**src/rtl/gpio_pkg.sv**
```systemverilog
package gpio_pkg;
    localparam int DW = 32;

    typedef enum logic [4:0] {
        A_OWN_SET = 5'd0,  A_OWN_CLR = 5'd1,  A_OWN_ST = 5'd2,
        A_OE_SET  = 5'd3,  A_OE_CLR  = 5'd4,  A_OE_ST  = 5'd5,
        A_FLT_SET = 5'd6,  A_FLT_CLR = 5'd7,  A_FLT_ST = 5'd8,
        A_DO_SET  = 5'd9,  A_DO_CLR  = 5'd10, A_DO_ST  = 5'd11,
        A_IEN     = 5'd12, A_IDIS    = 5'd13, A_IMSK   = 5'd14,
        A_CHG     = 5'd15,
        A_OD_SET  = 5'd16, A_OD_CLR  = 5'd17, A_OD_ST  = 5'd18,
        A_LVL     = 5'd19
    } gpio_addr_e;

    typedef struct packed {
        logic [DW-1:0] own;
        logic [DW-1:0] oe;
        logic [DW-1:0] flt;
        logic [DW-1:0] dout;
        logic [DW-1:0] msk;
        logic [DW-1:0] od;
        logic [DW-1:0] chg;
    } regs_t;
endpackage

```
**src/rtl/gpio_in_cond.sv**
```systemverilog
module gpio_in_cond #(
    parameter int NUM_LINES = 8,
    parameter int FILT_CYC  = 4
) (
    input  logic                 clk,
    input  logic                 rst_n,
    input  logic [NUM_LINES-1:0] pad_in,
    input  logic [NUM_LINES-1:0] flt_en,
    output logic [NUM_LINES-1:0] level
);
    localparam int CW = $clog2(FILT_CYC + 1);
    localparam logic [CW-1:0] LAST = CW'(FILT_CYC - 1);

    for (genvar i = 0; i < NUM_LINES; i++) begin : g_line
        logic          s1_q, s1_d, s2_q, s2_d, f_q, f_d;
        logic [CW-1:0] cnt_q, cnt_d;

        always_comb begin
            s1_d  = pad_in[i];
            s2_d  = s1_q;
            f_d   = f_q;
            cnt_d = '0;
            if (s2_q != f_q) begin
                if (cnt_q == LAST) begin
                    f_d = s2_q;
                end else begin
                    cnt_d = cnt_q + 1'b1;
                end
            end
        end

        always_ff @(posedge clk or negedge rst_n) begin
            if (!rst_n) begin
                s1_q  <= 1'b0;
                s2_q  <= 1'b0;
                f_q   <= 1'b0;
                cnt_q <= '0;
            end else begin
                s1_q  <= s1_d;
                s2_q  <= s2_d;
                f_q   <= f_d;
                cnt_q <= cnt_d;
            end
        end

        assign level[i] = flt_en[i] ? f_q : s2_q;
    end
endmodule

```
**src/rtl/gpio_chg_det.sv**
```systemverilog
module gpio_chg_det #(
    parameter int NUM_LINES = 8
) (
    input  logic                 clk,
    input  logic                 rst_n,
    input  logic [NUM_LINES-1:0] level,
    output logic [NUM_LINES-1:0] evt
);
    logic [NUM_LINES-1:0] prev_q, prev_d;

    always_comb begin
        prev_d = level;
    end

    always_ff @(posedge clk or negedge rst_n) begin
        if (!rst_n) prev_q <= '0;
        else        prev_q <= prev_d;
    end

    assign evt = level ^ prev_q;
endmodule

```
**src/rtl/gpio_pad_mux.sv**
```systemverilog
module gpio_pad_mux #(
    parameter int NUM_LINES = 8
) (
    input  logic [NUM_LINES-1:0] own,
    input  logic [NUM_LINES-1:0] io_dout,
    input  logic [NUM_LINES-1:0] io_oe,
    input  logic [NUM_LINES-1:0] per_out,
    input  logic [NUM_LINES-1:0] per_oe,
    input  logic [NUM_LINES-1:0] od,
    output logic [NUM_LINES-1:0] pad_out,
    output logic [NUM_LINES-1:0] pad_oe
);
    for (genvar i = 0; i < NUM_LINES; i++) begin : g_pin
        logic want_out, want_oe;
        always_comb begin
            want_out = own[i] ? io_dout[i] : per_out[i];
            want_oe  = own[i] ? io_oe[i]   : per_oe[i];
            if (od[i]) begin
                pad_out[i] = 1'b0;
                pad_oe[i]  = want_oe & ~want_out;
            end else begin
                pad_out[i] = want_out;
                pad_oe[i]  = want_oe;
            end
        end
    end
endmodule

```
**src/rtl/gpio_port.sv**
```systemverilog
module gpio_port
    import gpio_pkg::*;
#(
    parameter int NUM_LINES = 8,
    parameter int FILT_CYC  = 4
) (
    input  logic                 clk,
    input  logic                 rst_n,
    input  logic                 bus_sel,
    input  logic                 bus_wr,
    input  logic [4:0]           bus_addr,
    input  logic [31:0]          bus_wdata,
    output logic [31:0]          bus_rdata,
    input  logic [NUM_LINES-1:0] pad_in,
    output logic [NUM_LINES-1:0] pad_out,
    output logic [NUM_LINES-1:0] pad_oe,
    input  logic [NUM_LINES-1:0] per_out,
    input  logic [NUM_LINES-1:0] per_oe,
    output logic [NUM_LINES-1:0] per_in,
    output logic                 irq
);
    localparam logic [DW-1:0] IMPL = {DW{1'b1}} >> (DW - NUM_LINES);

    regs_t                r_q, r_d;
    gpio_addr_e           addr;
    logic                 rd_chg;
    logic [DW-1:0]        wmask, evt_w, lvl_w;
    logic [NUM_LINES-1:0] level, evt;

    assign addr   = gpio_addr_e'(bus_addr);
    assign rd_chg = bus_sel && !bus_wr && (addr == A_CHG);
    assign wmask  = bus_wdata & IMPL;

    gpio_in_cond #(.NUM_LINES(NUM_LINES), .FILT_CYC(FILT_CYC)) u_in (
        .clk    (clk),
        .rst_n  (rst_n),
        .pad_in (pad_in),
        .flt_en (r_q.flt[NUM_LINES-1:0]),
        .level  (level)
    );

    gpio_chg_det #(.NUM_LINES(NUM_LINES)) u_det (
        .clk   (clk),
        .rst_n (rst_n),
        .level (level),
        .evt   (evt)
    );

    gpio_pad_mux #(.NUM_LINES(NUM_LINES)) u_mux (
        .own     (r_q.own[NUM_LINES-1:0]),
        .io_dout (r_q.dout[NUM_LINES-1:0]),
        .io_oe   (r_q.oe[NUM_LINES-1:0]),
        .per_out (per_out),
        .per_oe  (per_oe),
        .od      (r_q.od[NUM_LINES-1:0]),
        .pad_out (pad_out),
        .pad_oe  (pad_oe)
    );

    always_comb begin
        evt_w = '0;
        lvl_w = '0;
        evt_w[NUM_LINES-1:0] = evt;
        lvl_w[NUM_LINES-1:0] = level;
    end

    always_comb begin
        r_d = r_q;
        if (bus_sel && bus_wr) begin
            case (addr)
                A_OWN_SET: r_d.own  = r_q.own  | wmask;
                A_OWN_CLR: r_d.own  = r_q.own  & ~wmask;
                A_OE_SET:  r_d.oe   = r_q.oe   | wmask;
                A_OE_CLR:  r_d.oe   = r_q.oe   & ~wmask;
                A_FLT_SET: r_d.flt  = r_q.flt  | wmask;
                A_FLT_CLR: r_d.flt  = r_q.flt  & ~wmask;
                A_DO_SET:  r_d.dout = r_q.dout | wmask;
                A_DO_CLR:  r_d.dout = r_q.dout & ~wmask;
                A_IEN:     r_d.msk  = r_q.msk  | wmask;
                A_IDIS:    r_d.msk  = r_q.msk  & ~wmask;
                A_OD_SET:  r_d.od   = r_q.od   | wmask;
                A_OD_CLR:  r_d.od   = r_q.od   & ~wmask;
                default:   ;
            endcase
        end
        r_d.chg = ((rd_chg ? '0 : r_q.chg) | evt_w) & IMPL;
    end

    always_ff @(posedge clk or negedge rst_n) begin
        if (!rst_n) r_q <= '0;
        else        r_q <= r_d;
    end

    always_comb begin
        case (addr)
            A_OWN_ST: bus_rdata = r_q.own;
            A_OE_ST:  bus_rdata = r_q.oe;
            A_FLT_ST: bus_rdata = r_q.flt;
            A_DO_ST:  bus_rdata = r_q.dout;
            A_IMSK:   bus_rdata = r_q.msk;
            A_CHG:    bus_rdata = r_q.chg;
            A_OD_ST:  bus_rdata = r_q.od;
            A_LVL:    bus_rdata = lvl_w;
            default:  bus_rdata = '0;
        endcase
    end

    assign per_in = level;
    assign irq    = |(r_q.chg & r_q.msk);
endmodule

```
**config.mk**
```make
export PLATFORM = sky130hd
export DESIGN_NAME = gpio_port
export DESIGN_NICKNAME = d
export VERILOG_FILES = /design/src/rtl/gpio_pkg.sv /design/src/rtl/gpio_in_cond.sv /design/src/rtl/gpio_chg_det.sv /design/src/rtl/gpio_pad_mux.sv /design/src/rtl/gpio_port.sv
export SDC_FILE = /design/constraint.sdc
export NUM_CORES = 1
export LEC_CHECK = 0
export BUFFER_PORTS_ARGS = -buffer_cell sky130_fd_sc_hd__buf_2
export CORE_MARGIN = 5
export CORE_UTILIZATION = 54
export DETAILED_ROUTE_END_ITERATION = 7
export GPL_ROUTABILITY_DRIVEN = 0
export PLACE_DENSITY = 0.8
export SLEW_MARGIN = 20
export SYNTH_ARGS = -nofsm -noshare
export SYNTH_HDL_FRONTEND = slang
export SYNTH_HIERARCHICAL = 1
export SYNTH_SLANG_ARGS = --single-unit
export TNS_END_PERCENT = 100
```
**constraint.sdc**
```tcl
create_clock -name clk -period 1.4 [get_ports clk]
set_input_delay 0 -clock clk [delete_from_list [all_inputs] [get_ports clk]]
set_output_delay 0 -clock clk [all_outputs]
set_load 0.005 [all_outputs]
```
* After elaboration in Yosys (flattened, before gate mapping)
Index checks and enable logic that the tools add are counted.
Storage, ports and cells: register bits 256, input bits 65, output and inout bits 57
Operators by class: bitwise operators 32, $add $sub $neg 8, reduce and logical (&&, ||, !) cells 26, eq/ne operators 35, muxes and demuxes 64
Operators by type and width (number):
- $pmux W32 S2 | 6
- $pmux W32 S8 | 1
- $and A32 B32 Y32 | 6
- $or A32 B8 Y32 | 6
- $mux W3 | 16
- $eq A5 B4 Y1 const B | 8
- $mux W1 | 40
- $and A8 B32 Y32 | 1
- $not A8 Y32 | 1
- $reduce_or A32 Y1 | 1
- $reduce_and A2 Y1 | 14
- $add A3 B1 Y3 const B | 8
- $eq A3 B2 Y1 const B | 8
- $eq A5 B3 Y1 const B | 4
- $eq A5 B5 Y1 const B | 4
- $reduce_bool A2 Y1 | 6
- $eq A5 B2 Y1 const B | 2
- $and A1 B1 Y1 | 8
- $mux W8 | 1
- $ne A1 B1 Y1 | 8
- $not A1 Y1 | 8
- $or A8 B8 Y8 | 1
- $xor A8 B8 Y8 | 1
- $eq A5 B1 Y1 const B | 1
- other kinds (3) | 5

* Logic depth before layout (Yosys ltp)
depth after elaboration 5, gate-level depth with buffers 6, depth with buffers taken out 4

* Modules after synthesis
The synthesis kept the hierarchy.
By module, submodules not included:
- gpio_port | cells an instance 300, area an instance 3093.0 um^2, instances 1
- gpio_in_cond | cells an instance 112, area an instance 1816.7 um^2, instances 1
- gpio_pad_mux | cells an instance 48, area an instance 300.3 um^2, instances 1
- gpio_chg_det | cells an instance 16, area an instance 270.3 um^2, instances 1

* Least setup slack after synthesis
OpenSTA, ideal clock, no wires.
path kind reg-to-output, from reg with a tool-made name, to out bus_rdata[5], data required time 1400 ps, stages on the path, launching flop included 5, path buffers 0, slack 87 ps, arrival 1313 ps, path through dfrtp_1 > mux2_2 > mux2_2 > a221oi_1 > nand3_1
RTL lines:
- end, declared | RTL line gpio_port.sv:13 | output logic [31:0] bus_rdata,

==> impl_metrics.tcl <==
set metrics [dict create \
    intPower_mw 6.28 \
    yosys.area.top_type "sky130_fd_sc_hd__dfrtp_1" \
    grt_setup_unrepaired "yes" \
    fin_util_pct 70.5 \
    power_switching_mw 2.84 \
    die_area_mm2 0.0123 \
    period_share_pct 135 \
    post_drt_wl_per_cell_um 18.2 \
    detail_route.wirelength_mm 14.0 \
    finalNetCount 705 \
    outcome "complete, but fails checks" \
    clock_insertion_delay_worst_skew_ns 0.39 \
    worst_clock_skew_ns 0.0144 \
    synthDominantCellAreaShare_pct 51.1 \
    synthTopCellsByCount "sky130_fd_sc_hd__dfrtp_1 (112), sky130_fd_sc_hd__a21oi_1 (48), sky130_fd_sc_hd__nand2_1 (34)" \
    hold_viol_final 0 \
    final_antenna_net_count 0 \
    finalCriticalPeriod_ns 1.89 \
    post_dp_cell_area_mm2 0.00636 \
    path_class "register to primary output" \
    drt_iter0_drc 459 \
    syn_inst 476 \
    cts.root.buffer_cell "sky130_fd_sc_hd__clkbuf_8" \
    syn-cell-area_mm2 0.00548 \
    die_h_um 111 \
    drt_pre_antenna_iters 5 \
    p_comb_share_pct 30.0 \
    part_of_the_power_in_the_clock_network_pct 21.8 \
    dp.cells 731 \
    critical_path_peak_fanout 2 \
    drv_cap 0 \
    drv_slew 0 \
    grt_max_degree 42 \
    grt_overflow_total 0 \
    leakagePower_nw 3.25 \
    core_area_mm2 0.00982 \
    setup_viol_count_final 9 \
    initial_antenna_violation_count 0 \
    switching_share_pct 31.1 \
    timing.max_slew.rel_slack_pct 41.4 \
    post_route_cells_drive_above_1_share_pct 35.6 \
    layout.cells.non_filler 770 \
    synth_cell_type_count 43 \
    yosys.cell_count.top_type "sky130_fd_sc_hd__dfrtp_1" \
    critical_path.startpoint_type "register" \
    std_cell_rows 36 \
    hold_class "input port to asynchronous set/reset pin" \
    vias_in_the_first_global_route 4491 \
    synth_sequential_area_ratio_pct 51.1 \
    insertedDiodeCount 0 \
    vdd.ir_drop.worst_mv 0.926 \
    port_buffers 73 \
    grt_util_all_layers_pct 22.8 \
    pwr_density_cell_mw_per_mm2 1320 \
    violations "setup timing" \
    dp.final_hpwl_mm 9.83 \
    timing.critical_path.to_type "primary output" \
    critical_path_required_ns 1.40 \
    final_cell_area_mm2 0.00692 \
    clock_path_buffers 2 \
    clkSlewWorstSetupHoldPaths_ns 0.11 \
    p_seq_share_pct 48.2 \
    die_x_um 111 \
    io_pins 122 \
    synth_ff_type "sky130_fd_sc_hd__dfrtp_1" \
    setup_slack_ns -0.495 \
    clock_tree_from_tritoncts "done" \
    asyncSetResetFlopFracSynth_pct 100 \
    cts_h_tree_depth 3 \
    synth_edf_count 0 \
    cts_made_buffers 9 \
    worst-slew-pin-transition_ns 0.875 \
    post-route-drc-count 0 \
    synthTopCellsByArea "sky130_fd_sc_hd__dfrtp_1 (51%), sky130_fd_sc_hd__mux2_2 (6.6%), sky130_fd_sc_hd__a21oi_1 (4.4%)" \
    synthesis.area_per_instance_um2 11.5 \
    ys.warnings.count 6 \
    post_drt_via_cell_ratio 5.76 \
    synth.ff_latch_count 112 \
    floorplan.initialDensity_pct 55.8 \
    cts.sinks 112 \
    grt_first_pass_wirelength_mm 22.7 \
    fmax_mhz 528 \
    detailroute.via_count 4432 \
    worst_ep_arrival_time_ns 1.89 \
    area_overhead_vs_synth_pct 26.2 \
]
path summary, 6_finish.rpt:
check | start | endpoint | slack [ns] | cells after the start
hold / removal | rst_n | asynchronous set/reset pin | 0.06 | 2
setup / recovery | register | bus_rdata[0] | -0.49 | 5
max in group asynchronous | rst_n | asynchronous set/reset pin | 0.78 | 3
setup reg to reg | register | r_q[5] | 0.02 | 5
min in group clk | bus_sel | r_q[3] | 0.15 | 4
hold reg to reg | u_in/g_line[2].s1_q | u_in/g_line[2].s2_q | 0.36 | 0
timing repair:
item	CTS	global route
endpoints found under the hold margin	160	0
buffers inserted	5	2
gates resized for setup	11	20
pin swaps	7	9
hold buffers	17	0
endpoints found under the setup margin	11	16
cell type report:
| class | count | area [µm²] |
|---|---|---|
| tap | 133 | 166 |
| sequential | 112 | 2800 |
| clock buffer | 9 | 124 |
| timing repair buffer | 169 | 1200 |
| clock inverter | 7 | 80.1 |
| multi-input combinational | 337 | 2530 |
| inverter | 3 | 11.3 |
| fill | 733 | 2900 |
routing by layer:
layer  share of wire (%)  global-route usage, %  vias to the layer above
li1                    -                      -                     2005
met1                  42                   30.6                     2183
met2                  49                   36.7                      209
met3                 7.2                   5.40                       35
met4                 2.1                   7.14                        0
met5                   0                      0                        -
power groups by stage:
stage                     sequential [mW]  combinational, mW  clock, mW
after floorplan                      4.32               1.54          0
after global placement               4.38               2.34          0
after detailed placement             4.43               2.47          0
after CTS                            4.37               2.60       2.03
after global routing                 4.47               3.01       2.15
final                                4.39               2.73       1.99
cells in the final DEF (no fill, tap or decap), drive strengths merged, types with 12 or more instances in the layout:
cell type    netlist  final
conb               1     24
a21oi             48     48
mux2i             15     15
dfrtp            112    112
nor2b             21     21
nor2              18     18
nand2             35     35
mux2              32     32
nor3              12     12
a31oi             33     33
nor3b             12     12
dlygate4sd3        0     17
buf               36    152
critical path, cell delays in order, from the launching register on:
cell and delay (ns):
sky130_fd_sc_hd__dfrtp_1 0.42, sky130_fd_sc_hd__mux2_4 0.32, sky130_fd_sc_hd__mux2_2 0.27, sky130_fd_sc_hd__a221oi_1 0.25, sky130_fd_sc_hd__nand2_1 0.12, sky130_fd_sc_hd__buf_2 0.14
through the flow:
step                      total power, mW  hold WS (ns)  setup slack [ns]  TNS, ns
final                                9.12        0.0582            -0.495    -3.66
after global routing                 9.64        0.0898            -0.572    -4.28
after CTS                            8.99        0.0546            -0.480    -3.61
after detailed placement             6.89       -0.0565           -0.0924   -0.417
after global placement               6.72       -0.0597           -0.0517   -0.262
after floorplan                      5.86        -0.296            0.0870        0
kinds of logic (layout without fill, tap and decap cells):
| family | count (synthesis) | in the layout | synth area share (%) |
|---|---|---|---|
| flops | 112 | 112 | 51.1 |
| fa+ha+maj | 8 | 8 | 1.83 |
| other cells | 1 | 24 | 0.0684 |
| simple gates | 117 | 117 | 14.2 |
| xor+xnor | 17 | 17 | 2.72 |
| buf+inv | 50 | 188 | 5.94 |
| mux | 47 | 47 | 9.32 |
| compound gates | 124 | 124 | 14.8 |
Power figures use the tool's default switching activity.
